File: config.mk
export PLATFORM = sky130hd
export DESIGN_NAME = bcd_tod_chain
export DESIGN_NICKNAME = d
export VERILOG_FILES = /design/src/rtl/bcd_tod_chain.sv
export SDC_FILE = /design/constraint.sdc
export NUM_CORES = 1
export LEC_CHECK = 0
export ABC_AREA = 1
export BUFFER_PORTS_ARGS = -buffer_cell sky130_fd_sc_hd__buf_2
export CORE_MARGIN = 1
export CORE_UTILIZATION = 55
export CTS_CLUSTER_DIAMETER = 200
export CTS_CLUSTER_SIZE = 25
export DETAILED_ROUTE_END_ITERATION = 6
export PLACE_DENSITY = 0.78
export SLEW_MARGIN = 10
export SYNTH_ARGS = -nofsm -noshare
export SYNTH_HDL_FRONTEND = slang
export SYNTH_SLANG_ARGS = --single-unit
File: constraint.sdc
create_clock -name clk -period 5.7 [get_ports clk]
set_input_delay 1.14 -clock clk [delete_from_list [all_inputs] [get_ports clk]]
set_output_delay 1.14 -clock clk [all_outputs]
set_load 0.005 [all_outputs]
File: src/rtl/bcd_tod_chain.sv
module bcd_tod_chain (
  input  logic       clk,
  input  logic       rst_n,
  input  logic       tick,
  input  logic       ld_en,
  input  logic [2:0] ld_addr,
  input  logic [7:0] ld_data,
  output logic [7:0] hund_o,
  output logic [7:0] sec_o,
  output logic [7:0] min_o,
  output logic [7:0] hour_o,
  output logic [7:0] wday_o,
  output logic [7:0] date_o,
  output logic [7:0] month_o,
  output logic [7:0] year_o
);

  localparam logic [2:0] A_SEC  = 3'd1;
  localparam logic [2:0] A_MIN  = 3'd2;
  localparam logic [2:0] A_HOUR = 3'd3;
  localparam logic [2:0] A_WDAY = 3'd4;
  localparam logic [2:0] A_DATE = 3'd5;
  localparam logic [2:0] A_MON  = 3'd6;
  localparam logic [2:0] A_YEAR = 3'd7;

  function automatic logic [7:0] bcd_inc(input logic [7:0] v);
    bcd_inc = (v[3:0] == 4'd9) ? {v[7:4] + 4'd1, 4'd0} : {v[7:4], v[3:0] + 4'd1};
  endfunction

  logic [7:0] hund, yr;
  logic [6:0] sec, mins;
  logic [5:0] hr, date;
  logic [4:0] mon;
  logic [2:0] wday;
  logic       stop, ceb, cb;

  logic [7:0] hund_n, sec_n, min_n, hr_n, date_n, mon_n, yr_n;
  logic [1:0] ymod4;
  logic [5:0] mlen;
  logic       run, c_h, c_s, c_m, c_hr, c_d, c_mo, c_y;

  assign hund_n = bcd_inc(hund);
  assign sec_n  = bcd_inc({1'b0, sec});
  assign min_n  = bcd_inc({1'b0, mins});
  assign hr_n   = bcd_inc({2'b0, hr});
  assign date_n = bcd_inc({2'b0, date});
  assign mon_n  = bcd_inc({3'b0, mon});
  assign yr_n   = bcd_inc(yr);

  assign ymod4 = yr[1:0] + {yr[4], 1'b0};

  always_comb begin
    case (mon)
      5'h02:                      mlen = (ymod4 == 2'd0) ? 6'h29 : 6'h28;
      5'h04, 5'h06, 5'h09, 5'h11: mlen = 6'h30;
      default:                    mlen = 6'h31;
    endcase
  end

  assign run  = tick && !stop && !ld_en;
  assign c_h  = run  && (hund == 8'h99);
  assign c_s  = c_h  && (sec  == 7'h59);
  assign c_m  = c_s  && (mins == 7'h59);
  assign c_hr = c_m  && (hr   == 6'h23);
  assign c_d  = c_hr && (date >= mlen);
  assign c_mo = c_d  && (mon  == 5'h12);
  assign c_y  = c_mo && (yr   == 8'h99);

  always_ff @(posedge clk or negedge rst_n) begin
    if (!rst_n) begin
      hund <= 8'h00;
      sec  <= 7'h00;
      mins <= 7'h00;
      hr   <= 6'h00;
      wday <= 3'd1;
      date <= 6'h01;
      mon  <= 5'h01;
      yr   <= 8'h00;
      stop <= 1'b0;
      ceb  <= 1'b0;
      cb   <= 1'b0;
    end else if (ld_en) begin
      hund <= 8'h00;
      case (ld_addr)
        A_SEC:  begin stop <= ld_data[7]; sec <= ld_data[6:0]; end
        A_MIN:  mins <= ld_data[6:0];
        A_HOUR: begin ceb <= ld_data[7]; cb <= ld_data[6]; hr <= ld_data[5:0]; end
        A_WDAY: wday <= ld_data[2:0];
        A_DATE: date <= ld_data[5:0];
        A_MON:  mon  <= ld_data[4:0];
        A_YEAR: yr   <= ld_data;
        default: ;
      endcase
    end else if (run) begin
      hund <= c_h ? 8'h00 : hund_n;
      if (c_h)  sec  <= c_s ? 7'h00 : sec_n[6:0];
      if (c_s)  mins <= c_m ? 7'h00 : min_n[6:0];
      if (c_m)  hr   <= c_hr ? 6'h00 : hr_n[5:0];
      if (c_hr) begin
        wday <= (wday >= 3'd7) ? 3'd1 : wday + 3'd1;
        date <= c_d ? 6'h01 : date_n[5:0];
      end
      if (c_d)  mon  <= c_mo ? 5'h01 : mon_n[4:0];
      if (c_mo) yr   <= c_y ? 8'h00 : yr_n;
      if (c_y && ceb) cb <= ~cb;
    end
  end

  assign hund_o  = hund;
  assign sec_o   = {stop, sec};
  assign min_o   = {1'b0, mins};
  assign hour_o  = {ceb, cb, hr};
  assign wday_o  = {5'b0, wday};
  assign date_o  = {2'b0, date};
  assign month_o = {3'b0, mon};
  assign year_o  = yr;

endmodule

==> parameters.txt, run 1 <==
Parameter                              Value

Power and ir drop
  Total net switching power ... 0.5051 mW
  Worst voltage drop across the vdd grid ... 0.0001797 V
  Int Power ... 0.7650 mW
  Power Density ... 307.2 mW/mm^2
  Part of the power in the clock network ... 18.3%
  Fraction of power spent switching nets ... 39.77%
  Combinational Power Share ... 36.2%
  Leakage power figure ... 2.186 nW
  Sequential share of power ... 45.5%
  Total power of the final layout ... 1.270 mW

Die
  Number of rows in the core area ... 29
  Die X ... 84.02 um
  Die footprint ... 0.007059 mm^2
  Initial core utilization ... 57.61%
  Floorplan die height ... 84.02 um
  CORE AREA ... 0.006422 mm^2
  Ports placed on the boundary ... 79

Clock tree
  CTS resizes ... 0
  Clock slew at reported path FFs ... 100 ps
  Number of buffers inserted by hold repair at cts ... 0
  Clk sink count ... 53
  Clock root buffer master ... sky130_fd_sc_hd__clkbuf_8
  Number of buffers inserted to repair setup after CTS ... 0
  Maximum number of buffers from clock root to sink ... 2
  Number of buffers created by CTS ... 5
  TritonCTS clock tree ... done
  Clock Latency Late Sink ... 310 ps
  H-tree depth ... 2

Timing
  Max Fclk ... 326.6 MHz
  RSZ-0062 raised after global routing ... false
  Final Max Tran Viols ... 0
  Slew @ Worst Pin ... 737.4 ps
  Final Setup Violations ... 0
  Period utilization ... 53.72%
  Slew Limit Headroom ... 50.79%
  Worst-case clock skew ... 7.681 ps
  Total negative setup slack ... 0 ps
  Minimum clock period ... 3062 ps
  Endpoints failing hold ... 0

Synthesis
  Distinct cells, synth ... 38
  Number of enable-type register cells in the synthesized netlist ... 0
  Predominant post-synthesis flop cell ... sky130_fd_sc_hd__dfrtp_1
  Sequential-to-total area share from yosys stat ... 35.95%
  Mapped Avg Cell Area ... 7.660 um^2
  Synth Cell Area ... 0.003700 mm^2
  Area share of the largest cell type after synthesis ... 33.82%
  Share of synthesized flip-flops with an asynchronous set or reset ... 100.0%
  Cell count after synthesis ... 483
  Cell accounting for the most synthesized area ... sky130_fd_sc_hd__dfrtp_1
  Synth Warn # ... 0
  Leading cell types by total area after synthesis ... sky130_fd_sc_hd__dfrtp_1 (34%), sky130_fd_sc_hd__nand2_1 (11%), sky130_fd_sc_hd__ha_1 (8.8%)
  Register bit total from synthesis ... 53

Placement
  Detailed-placement wirelength estimate ... 6627 um
  Placed standard-cell area ... 0.004038 mm^2
  PortBufs ... 67
  Final RePlAce weighted congestion ... 0.9436

Layout
  Synth-to-layout area growth ... 11.73%
  Number of antenna cells inserted ... 0
  Utilization after layout ... 64.37%
  Fraction of final layout cells with drive strength greater than 1 ... 20.18%
  Final instance area ... 0.004134 mm^2
  Nets ... 590

Route
  Routed met3 length ... 544 um
  Wire length on met2 ... 4018 um
  Met1 WL ... 4022 um
  1st-pass router iterations ... 7
  WL/cell ... 13.87 um
  Routed wire length ... 8696 um
  Antenna violation net count after detailed routing ... 0
  Initial drt markers ... 310
  Total via count after detailed routing ... 3378
  Residual DRC count ... 10
  Via density per instance ... 5.388
  Highest signal layer in the routed design ... met4

Status
  Outcome ... finished, violations left
  Violations in the final reports ... design-rule violations

Worst setup path
  Setup slack on the worst flop-to-flop path ... 2640 ps
  CP startpoint kind ... flip-flop
  Crit-path max FO ... 10
  Critical Path AT ... 3270 ps
  Element type at the critical path end ... flip-flop
  Critical path class ... flip-flop to flip-flop
  CP required ... 5900 ps

Global routing
  First-pass GRT wire length ... 14740 um
  Largest net degree at the start of global routing ... 54
  Overflow after GRT ... 0
  Global-route total usage across every layer ... 26.07%
  Number of antenna violations at the first check in global routing ... 0
  Number of global-route vias before repair ... 3134

Min path
  HP Class ... flip-flop to flip-flop

Run
  Number of maximum-capacitance violations ... 0
[layout make-up]
class	instances	area (um^2)
fillers	552	2288
inverters	66	249.0
multi-input cells	355	2019
repair buffers	68	342.8
flip-flops and latches	53	1330
clock buffers	6	82.58
clock inverters	2	13.76
well taps	77	96.34
[synthesized netlist by cell type, types with 6 or more instances]
library cell	n
sky130_fd_sc_hd__nand2_1	104
sky130_fd_sc_hd__inv_1	60
sky130_fd_sc_hd__dfrtp_1	50
sky130_fd_sc_hd__nor2_1	50
sky130_fd_sc_hd__o21ai_0	39
sky130_fd_sc_hd__ha_1	26
sky130_fd_sc_hd__nand3_1	26
sky130_fd_sc_hd__buf_4	15
sky130_fd_sc_hd__xor2_1	13
sky130_fd_sc_hd__a21oi_1	12
sky130_fd_sc_hd__a31oi_1	9
sky130_fd_sc_hd__nand2_2	9
sky130_fd_sc_hd__nand4_1	6
[worst max-delay path, cell delays in order, from the launching register on]
cell and delay, ps:
sky130_fd_sc_hd__dfstp_2 580, sky130_fd_sc_hd__inv_1 80, sky130_fd_sc_hd__nor2_1 180, sky130_fd_sc_hd__inv_1 60, sky130_fd_sc_hd__nor3_1 350, sky130_fd_sc_hd__nand2_1 120, sky130_fd_sc_hd__o21ai_0 110, sky130_fd_sc_hd__a21oi_1 90
sky130_fd_sc_hd__ha_1 310, sky130_fd_sc_hd__nand2_1 50, sky130_fd_sc_hd__nand3b_1 140, sky130_fd_sc_hd__nand3_1 220, sky130_fd_sc_hd__nand2_2 160, sky130_fd_sc_hd__a21oi_4 280, sky130_fd_sc_hd__nand2_1 90, sky130_fd_sc_hd__nand2_1 60
sky130_fd_sc_hd__nand2_1 60
[metal layers]
| layer | vias to the layer above | global-route usage, % |
|---|---|---|
| li1 | 1679 | - |
| met1 | 1563 | 37.24 |
| met3 | 13 | 4.847 |
| met4 | 0 | 7.994 |
| met2 | 123 | 40.16 |
| met5 | - | 0 |
[logic make-up after synthesis]
group                      Yosys count  synth area share (%)
buffers and inverters               85                 10.48
AOI/OAI and AO/OA                   79                 12.34
muxes                                1                0.3043
DFF                                 53                 35.95
and+or+nand+nor                    220                 27.76
adders and majority gates           26                 8.793
xor gates and xnor gates            18                 4.261
other                                1                0.1014
[layout by cell type, fill, tap and decap left out, types with 3 or more instances in the layout]
cell	count
sky130_fd_sc_hd__ha_1	26
sky130_fd_sc_hd__nor2_4	5
sky130_fd_sc_hd__nand2_2	9
sky130_fd_sc_hd__inv_1	60
sky130_fd_sc_hd__nand3_1	26
sky130_fd_sc_hd__dfrtp_1	50
sky130_fd_sc_hd__nand3_2	3
sky130_fd_sc_hd__nor3_1	5
sky130_fd_sc_hd__inv_2	5
sky130_fd_sc_hd__dfstp_2	3
sky130_fd_sc_hd__o22ai_1	5
sky130_fd_sc_hd__buf_2	67
sky130_fd_sc_hd__nand3b_1	5
sky130_fd_sc_hd__conb_1	11
sky130_fd_sc_hd__a21oi_1	12
sky130_fd_sc_hd__nand4_1	6
sky130_fd_sc_hd__o21ai_0	39
sky130_fd_sc_hd__a31oi_1	9
sky130_fd_sc_hd__nor2_1	50
sky130_fd_sc_hd__clkbuf_8	6
sky130_fd_sc_hd__a22oi_1	5
sky130_fd_sc_hd__xnor2_1	5
sky130_fd_sc_hd__o31ai_1	5
sky130_fd_sc_hd__nand2_1	104
sky130_fd_sc_hd__xor2_1	13
[through the flow]
step | setup slack, ps | std cells | hold slack, ps
floorplan | 3187 | 493 | 492.0
global placement | 2647 | 619 | 507.2
detailed placement | 2566 | 619 | 518.4
CTS | 2680 | 627 | 532.5
global route | 2312 | 627 | 578.3
finish | 2638 | 627 | 529.6
[sequential cells by signal, summed over array words and instances, names as in the netlist]
signal,flops
hund_o,8
year_o,8
mins,7
sec,7
date,6
hr,6
mon,5
wday,3
cb,1
ceb,1
stop,1
[power by group through the flow]
stage	clock network (mW)	registers (mW)	logic (mW)
final	0.232	0.578	0.460
after detailed placement	0	0.583	0.458
after CTS	0.232	0.576	0.462
after floorplan	0	0.572	0.298
after global placement	0	0.578	0.445
after global routing	0.251	0.593	0.533
[final timing paths]
kind                        endpoint  cells after the start    start
hold / removal               wday[0]                      2  wday[0]
hold reg to reg              wday[0]                      2  wday[0]
max in group asynchronous     sec[3]                      2    rst_n
min in group asynchronous  hund_o[3]                      2    rst_n
setup / recovery              mon[4]                     16   mon[0]
setup reg to reg              mon[4]                     16   mon[0]
Power figures use the tool's default switching activity.
==> run 2: changes to the inputs <==
==> constraint.sdc (replaced) <==
create_clock -name clk -period 3.2 [get_ports clk]
set_input_delay 0.64 -clock clk [delete_from_list [all_inputs] [get_ports clk]]
set_output_delay 0.64 -clock clk [all_outputs]
set_load 0.005 [all_outputs]
==> run 2 against run 1 <==
- the flow still finishes with violations (design-rule violations)
- sequential share of layout area fell by 0.078 points
- clock-buffer cell count fell by 1
- routed wire length down 1.0%
- sequential power is 78% higher
- non-clock buffer count grew 2
- die area stayed put
- hold slack got worse by 240 ps
- register-to-register slack got worse by 2200 ps
- combinational power grew 79%
- critical path depth did not move
- clock power increased by 66%
==> parameters.txt, run 2 (synthesis results as in run 1) <==
Parameter                              Value

Die
  CORE AREA ... 0.006422 mm^2
  Die footprint ... 0.007059 mm^2
  Initial core utilization ... 57.61%
  Floorplan die height ... 84.02 um
  Die X ... 84.02 um
  Number of rows in the core area ... 29
  Ports placed on the boundary ... 79

Timing
  Total negative setup slack ... 0 ps
  Slew @ Worst Pin ... 543.3 ps
  Fin worst setup slack ... 481.5 ps
  Worst-case clock skew ... 8.377 ps
  Minimum clock period ... 2719 ps
  Final Setup Violations ... 0
  Final Max Tran Viols ... 0
  RSZ-0062 raised after global routing ... false
  Endpoints failing hold ... 0
  Max Fclk ... 367.8 MHz
  Period utilization ... 84.95%
  Slew Limit Headroom ... 63.78%

Power and ir drop
  Power Density ... 539.6 mW/mm^2
  Leakage power figure ... 2.190 nW
  Worst voltage drop across the vdd grid ... 0.0003284 V

Global routing
  Global-route total usage across every layer ... 24.93%
  Number of global-route vias before repair ... 3008
  Largest net degree at the start of global routing ... 31
  Number of antenna violations at the first check in global routing ... 0
  Overflow after GRT ... 0
  First-pass GRT wire length ... 13920 um

Route
  Initial drt markers ... 224
  Total via count after detailed routing ... 3341
  Residual DRC count ... 10
  WL/cell ... 13.69 um
  Routed wire length ... 8608 um
  Via density per instance ... 5.312
  1st-pass router iterations ... 7
  Antenna violation net count after detailed routing ... 0

Worst setup path
  Critical Path End ... mon[4]
  Number of cells on the worst reg-to-reg path ... 16
  CP startpoint kind ... flip-flop
  Crit-path max FO ... 10
  Launch point of the worst reg-to-reg path ... mon[0]
  CP required ... 3420 ps
  Critical path class ... flip-flop to flip-flop
  Setup slack on the worst flop-to-flop path ... 480 ps
  Launch point of the worst path ... mon[0]
  Endpoint of the worst-slack reg-to-reg timing path ... mon[4]
  Critical Path AT ... 2940 ps
  Element type at the critical path end ... flip-flop

Layout
  Fraction of final layout cells with drive strength greater than 1 ... 20.65%
  Top library cells by usage in the layout, fill and taps aside ... sky130_fd_sc_hd__nand2_1 (104), sky130_fd_sc_hd__buf_2 (67), sky130_fd_sc_hd__inv_1 (60), sky130_fd_sc_hd__nor2_1 (50), sky130_fd_sc_hd__dfrtp_1 (50)
  Nets ... 592
  Fill cell total of the finished layout ... 587
  Most common library cell in the layout ignoring fill and taps ... sky130_fd_sc_hd__nand2_1
  Number of antenna cells inserted ... 0
  Synth-to-layout area growth ... 12.01%

Status
  Outcome ... finished, violations left
  Violations in the final reports ... design-rule violations

Clock tree
  Clock slew at reported path FFs ... 100 ps
  Clock root buffer master ... sky130_fd_sc_hd__clkbuf_8
  Number of buffers inserted by hold repair at cts ... 0
  Clk sink count ... 53
  H-tree depth ... 2
  Clock Latency Late Sink ... 310 ps
  Number of buffers inserted to repair setup after CTS ... 0
  TritonCTS clock tree ... done
  Maximum number of buffers from clock root to sink ... 2
  Number of buffers created by CTS ... 5

Placement
  PortBufs ... 67
  Detailed-placement wirelength estimate ... 6643 um
  Worst-case setup slack after placement ... 412.2 ps
  Final RePlAce weighted congestion ... 0.9019

Min path
  HP Class ... input pin to async pin

Run
  Number of maximum-capacitance violations ... 0
-- run 2: metrics by stage --
stage          area [um^2]  cells  hold WS (ps)  power (mW)  utilization, %
6_report              4144    629         291.8       2.236           64.52
5_1_grt               4144    629         318.7       2.414           64.52
4_1_cts               4139    629         307.3       2.243           64.45
3_5_place_dp          4053    621         504.4       1.856           63.10
3_3_place_gp          4053    621         492.4       1.825           63.10
2_1_floorplan         3737    493         344.4       1.550               -
-- run 2: worst min path at each step --
stage	slack (ps)	depth (start not counted)	from	to
after global placement	490	2	hr[5]	hr[5]
final	290	1	rst_n	hund_o[4]
after global routing	320	1	rst_n	hund_o[4]
after CTS	310	1	rst_n	hund_o[4]
after floorplan	340	0	rst_n	cb
after detailed placement	500	2	hr[5]	hr[5]
-- run 2: cell type report --
cell class | count | area [um^2] | share of cell area (%)
repair buffers | 70 | 357.8 | 8.635
inverters | 66 | 249.0 | 6.008
clock inverters | 3 | 17.52 | 0.4227
clock buffers | 5 | 68.82 | 1.661
well taps | 77 | 96.34 | 2.325
multi-input cells | 355 | 2024 | 48.85
flip-flops and latches | 53 | 1330 | 32.10
-- run 2: worst max-delay path, stage by stage, from the launching register on --
cell	delay (ps)
sky130_fd_sc_hd__dfstp_2	570
sky130_fd_sc_hd__inv_1	70
sky130_fd_sc_hd__nor2_1	160
sky130_fd_sc_hd__inv_1	80
sky130_fd_sc_hd__nor3_2	220
sky130_fd_sc_hd__nand2_1	100
sky130_fd_sc_hd__o21ai_0	80
sky130_fd_sc_hd__a21oi_1	60
sky130_fd_sc_hd__ha_1	280
sky130_fd_sc_hd__nand2_1	40
sky130_fd_sc_hd__nand3b_1	150
sky130_fd_sc_hd__nand3_1	180
sky130_fd_sc_hd__nand2_2	160
sky130_fd_sc_hd__a21oi_4	270
sky130_fd_sc_hd__nand2_1	80
sky130_fd_sc_hd__nand2_1	60
sky130_fd_sc_hd__nand2_1	40
-- run 2: timing repair --
| action | 4_1_cts | 5_1_grt |
|---|---|---|
| resized for setup | 0 | 1 |
| endpoints found under the setup margin | 0 | 2 |
| hold endpoints to repair | 0 | 0 |
-- run 2: per-layer routing --
metal | up-vias | routed length, um | global-route usage [%]
met1 | 1553 | 3952 | 34.20
met3 | 12 | 452 | 3.956
met5 | - | 0 | 0
met2 | 92 | 4055 | 39.94
met4 | 0 | 147 | 8.934
li1 | 1684 | - | -
-- run 2: report_power, final --
group	internal [mW]	total, mW	switching [mW]	leakage (nW)
combinational	0.364	0.824	0.460	1.49
sequential	0.828	1.03	0.199	0.652
clock	0.152	0.386	0.234	0.0439
==> run 3: changes to the inputs <==
--- a/config.mk
+++ b/config.mk
@@ -8,11 +8,11 @@
 export ABC_AREA = 1
 export BUFFER_PORTS_ARGS = -buffer_cell sky130_fd_sc_hd__buf_2
 export CORE_MARGIN = 1
-export CORE_UTILIZATION = 55
+export CORE_UTILIZATION = 50
 export CTS_CLUSTER_DIAMETER = 200
 export CTS_CLUSTER_SIZE = 25
 export DETAILED_ROUTE_END_ITERATION = 6
-export PLACE_DENSITY = 0.78
+export PLACE_DENSITY = 0.75
 export SLEW_MARGIN = 10
 export SYNTH_ARGS = -nofsm -noshare
 export SYNTH_HDL_FRONTEND = slang
==> constraint.sdc (replaced) <==
create_clock -name clk -period 2.3 [get_ports clk]
set_input_delay 0.46 -clock clk [delete_from_list [all_inputs] [get_ports clk]]
set_output_delay 0.46 -clock clk [all_outputs]
set_load 0.005 [all_outputs]
==> run 3 against run 2 <==
- the flow finishes with violations (negative setup slack)
- final cell count up 7.8%
- routed wire length rose by 11%
- register-to-register slack got worse by 640 ps
- global-route usage rose by 0.57 points
- largest cell class unchanged
- highest routed layer unchanged
==> parameters.txt, run 3 (synthesis results as in run 1) <==
Parameter                              Value

Worst setup path
  Number of cells on the worst reg-to-reg path ... 15
  Setup slack on the worst flop-to-flop path ... -160 ps
  Critical Path AT ... 2650 ps
  Critical path class ... flip-flop to flip-flop
  Crit-path max FO ... 4
  Launch point of the worst reg-to-reg path ... mon[0]
  CP startpoint kind ... flip-flop
  CP required ... 2490 ps
  Element type at the critical path end ... flip-flop
  Endpoint of the worst-slack reg-to-reg timing path ... mon[3]

Die
  Die footprint ... 0.007748 mm^2
  Floorplan die height ... 88.02 um
  Ports placed on the boundary ... 79
  CORE AREA ... 0.006982 mm^2
  Number of rows in the core area ... 30
  Initial core utilization ... 52.99%
  Die X ... 88.02 um

Timing
  Final Max Tran Viols ... 0
  Endpoints failing hold ... 0
  Minimum clock period ... 2458 ps
  Final Setup Violations ... 18
  Max Fclk ... 406.9 MHz
  RSZ-0062 raised after global routing ... true
  Period utilization ... 106.9%
  Slew Limit Headroom ... 62.99%
  Worst-case clock skew ... 10.54 ps
  Fin worst setup slack ... -157.7 ps
  Slew @ Worst Pin ... 555.2 ps
  Total negative setup slack ... -1736 ps

Route
  Antenna violation net count after detailed routing ... 0
  1st-pass router iterations ... 5
  Routed wire length ... 9584 um
  Residual DRC count ... 0
  WL/cell ... 14.14 um
  Total via count after detailed routing ... 3562
  Via density per instance ... 5.254
  Initial drt markers ... 184

Global routing
  Number of global-route vias before repair ... 3186
  Met1 Resource Use GR ... 33.75%
  Met2 track utilization from global routing ... 42.07%
  First-pass GRT wire length ... 15040 um
  Number of antenna violations at the first check in global routing ... 0
  Overflow after GRT ... 0
  Met3 Usage GRT ... 4.524%
  Largest net degree at the start of global routing ... 32
  Most crowded layer after global routing ... met2
  Global-route total usage across every layer ... 25.50%

Placement
  PortBufs ... 67
  Final RePlAce weighted congestion ... 0.9326
  Number of placed instances with taps included ... 656
  Detailed-placement wirelength estimate ... 7085 um

Layout
  Nets ... 622
  Multi-input gate area in the final layout ... 0.002135 mm^2
  Number of antenna cells inserted ... 0
  Sequential cell area ... 0.001330 mm^2
  Top library cells by usage in the layout, fill and taps aside ... sky130_fd_sc_hd__nand2_1 (99), sky130_fd_sc_hd__buf_2 (67), sky130_fd_sc_hd__inv_1 (58), sky130_fd_sc_hd__dfrtp_1 (50), sky130_fd_sc_hd__nor2_1 (48)
  Synth-to-layout area growth ... 23.13%
  Fill cell total of the finished layout ... 595
  Most common library cell in the layout ignoring fill and taps ... sky130_fd_sc_hd__nand2_1
  Non-filler instance count after layout ... 678
  Fraction of final layout cells with drive strength greater than 1 ... 27.66%

Clock tree
  Clock Latency Late Sink ... 310 ps
  Number of buffers inserted by hold repair at cts ... 0
  Clock slew at reported path FFs ... 100 ps
  Clock root buffer master ... sky130_fd_sc_hd__clkbuf_8
  Maximum number of buffers from clock root to sink ... 2
  H-tree depth ... 2
  TritonCTS clock tree ... done
  Clk sink count ... 53
  Number of buffers created by CTS ... 5

Power and ir drop
  Total net switching power ... 1.332 mW
  Combinational Power Share ... 41.7%
  Int Power ... 2.056 mW
  Sequential share of power ... 41.6%
  Worst voltage drop across the vdd grid ... 0.0004402 V
  Part of the power in the clock network ... 16.6%
  Power Density ... 743.8 mW/mm^2
  Fraction of power spent switching nets ... 39.32%
  Leakage power figure ... 2.406 nW

Status
  Violations in the final reports ... negative setup slack
  Outcome ... finished, violations left

Run
  Number of maximum-capacitance violations ... 0

Min path
  HP Class ... input pin to async pin
==> run 3: cell types whose count changed in the layout (fill, tap and decap cells not counted), sizes merged <==
cell	change
buf	+29
clkbuf	+2
clkinvlp	-1
==> run 3: power groups by stage <==
stage	logic [mW]	registers, mW	clock network [mW]
5_1_grt	1.60	1.45	0.618
6_report	1.41	1.41	0.563
3_5_place_dp	1.28	1.42	0
4_1_cts	1.35	1.41	0.576
2_1_floorplan	0.751	1.42	0
3_3_place_gp	1.24	1.42	0
==> run 3: what timing repair did <==
item | 4_1_cts | 5_1_grt
endpoints found under the hold margin | 0 | 0
pin swaps | 9 | 2
setup buffers | 12 | 1
resized for setup | 6 | 23
cloned | 0 | 1
setup endpoints to repair | 20 | 20
==> run 3: routing by layer <==
| layer | up-vias | part of all wire (%) |
|---|---|---|
| met4 | 0 | 2.9 |
| li1 | 1740 | - |
| met2 | 103 | 48 |
| met5 | - | 0 |
| met1 | 1696 | 45 |
| met3 | 23 | 4.3 |
==> run 3: stage by stage <==
step                setup slack, ps  area [um^2]  total power [mW]  hold WS, ps  utilization, %
floorplan                    -113.6         3764             2.171        164.4               -
global placement             -45.54         4248             2.655        466.5           60.84
detailed placement           -164.3         4248             2.702        466.4           60.84
CTS                          -92.88         4457             3.330        132.2           63.84
global route                 -321.0         4556             3.663        146.2           65.25
finish                       -157.7         4556             3.389        124.2           65.25
==> run 3: layout make-up <==
type	instances	area share [%]
timing repair buffer	100	13.73
tap	96	2.637
sequential	53	29.20
clock inverter	2	0.3021
inverter	66	5.466
clock buffer	6	1.813
multi-input combinational	355	46.86
==> run 3: worst max-delay path by stage <==
| stage | end | slack, ps | from |
|---|---|---|---|
| CTS | mon[2] | -90 | mon[0] |
| detailed placement | year_o[6] | -160 | mon[0] |
| global placement | mon[4] | -50 | mon[0] |
| global route | mon[4] | -320 | mon[0] |
| finish | mon[3] | -160 | mon[0] |
| floorplan | mon[4] | -110 | mon[0] |
==> run 3: critical path, cell delays in order, from the launching register on <==
cell and delay [ps]:
sky130_fd_sc_hd__dfstp_2 550, sky130_fd_sc_hd__inv_2 50, sky130_fd_sc_hd__nor2_4 90, sky130_fd_sc_hd__inv_2 50
sky130_fd_sc_hd__nor3_4 160, sky130_fd_sc_hd__nand2_1 100, sky130_fd_sc_hd__o21ai_1 90, sky130_fd_sc_hd__a21oi_1 60
sky130_fd_sc_hd__ha_1 290, sky130_fd_sc_hd__nand2_1 40, sky130_fd_sc_hd__nand3b_1 190, sky130_fd_sc_hd__nand3_4 140
sky130_fd_sc_hd__nand2_4 80, sky130_fd_sc_hd__a21oi_4 220, sky130_fd_sc_hd__clkbuf_16 180, sky130_fd_sc_hd__o21ai_1 50
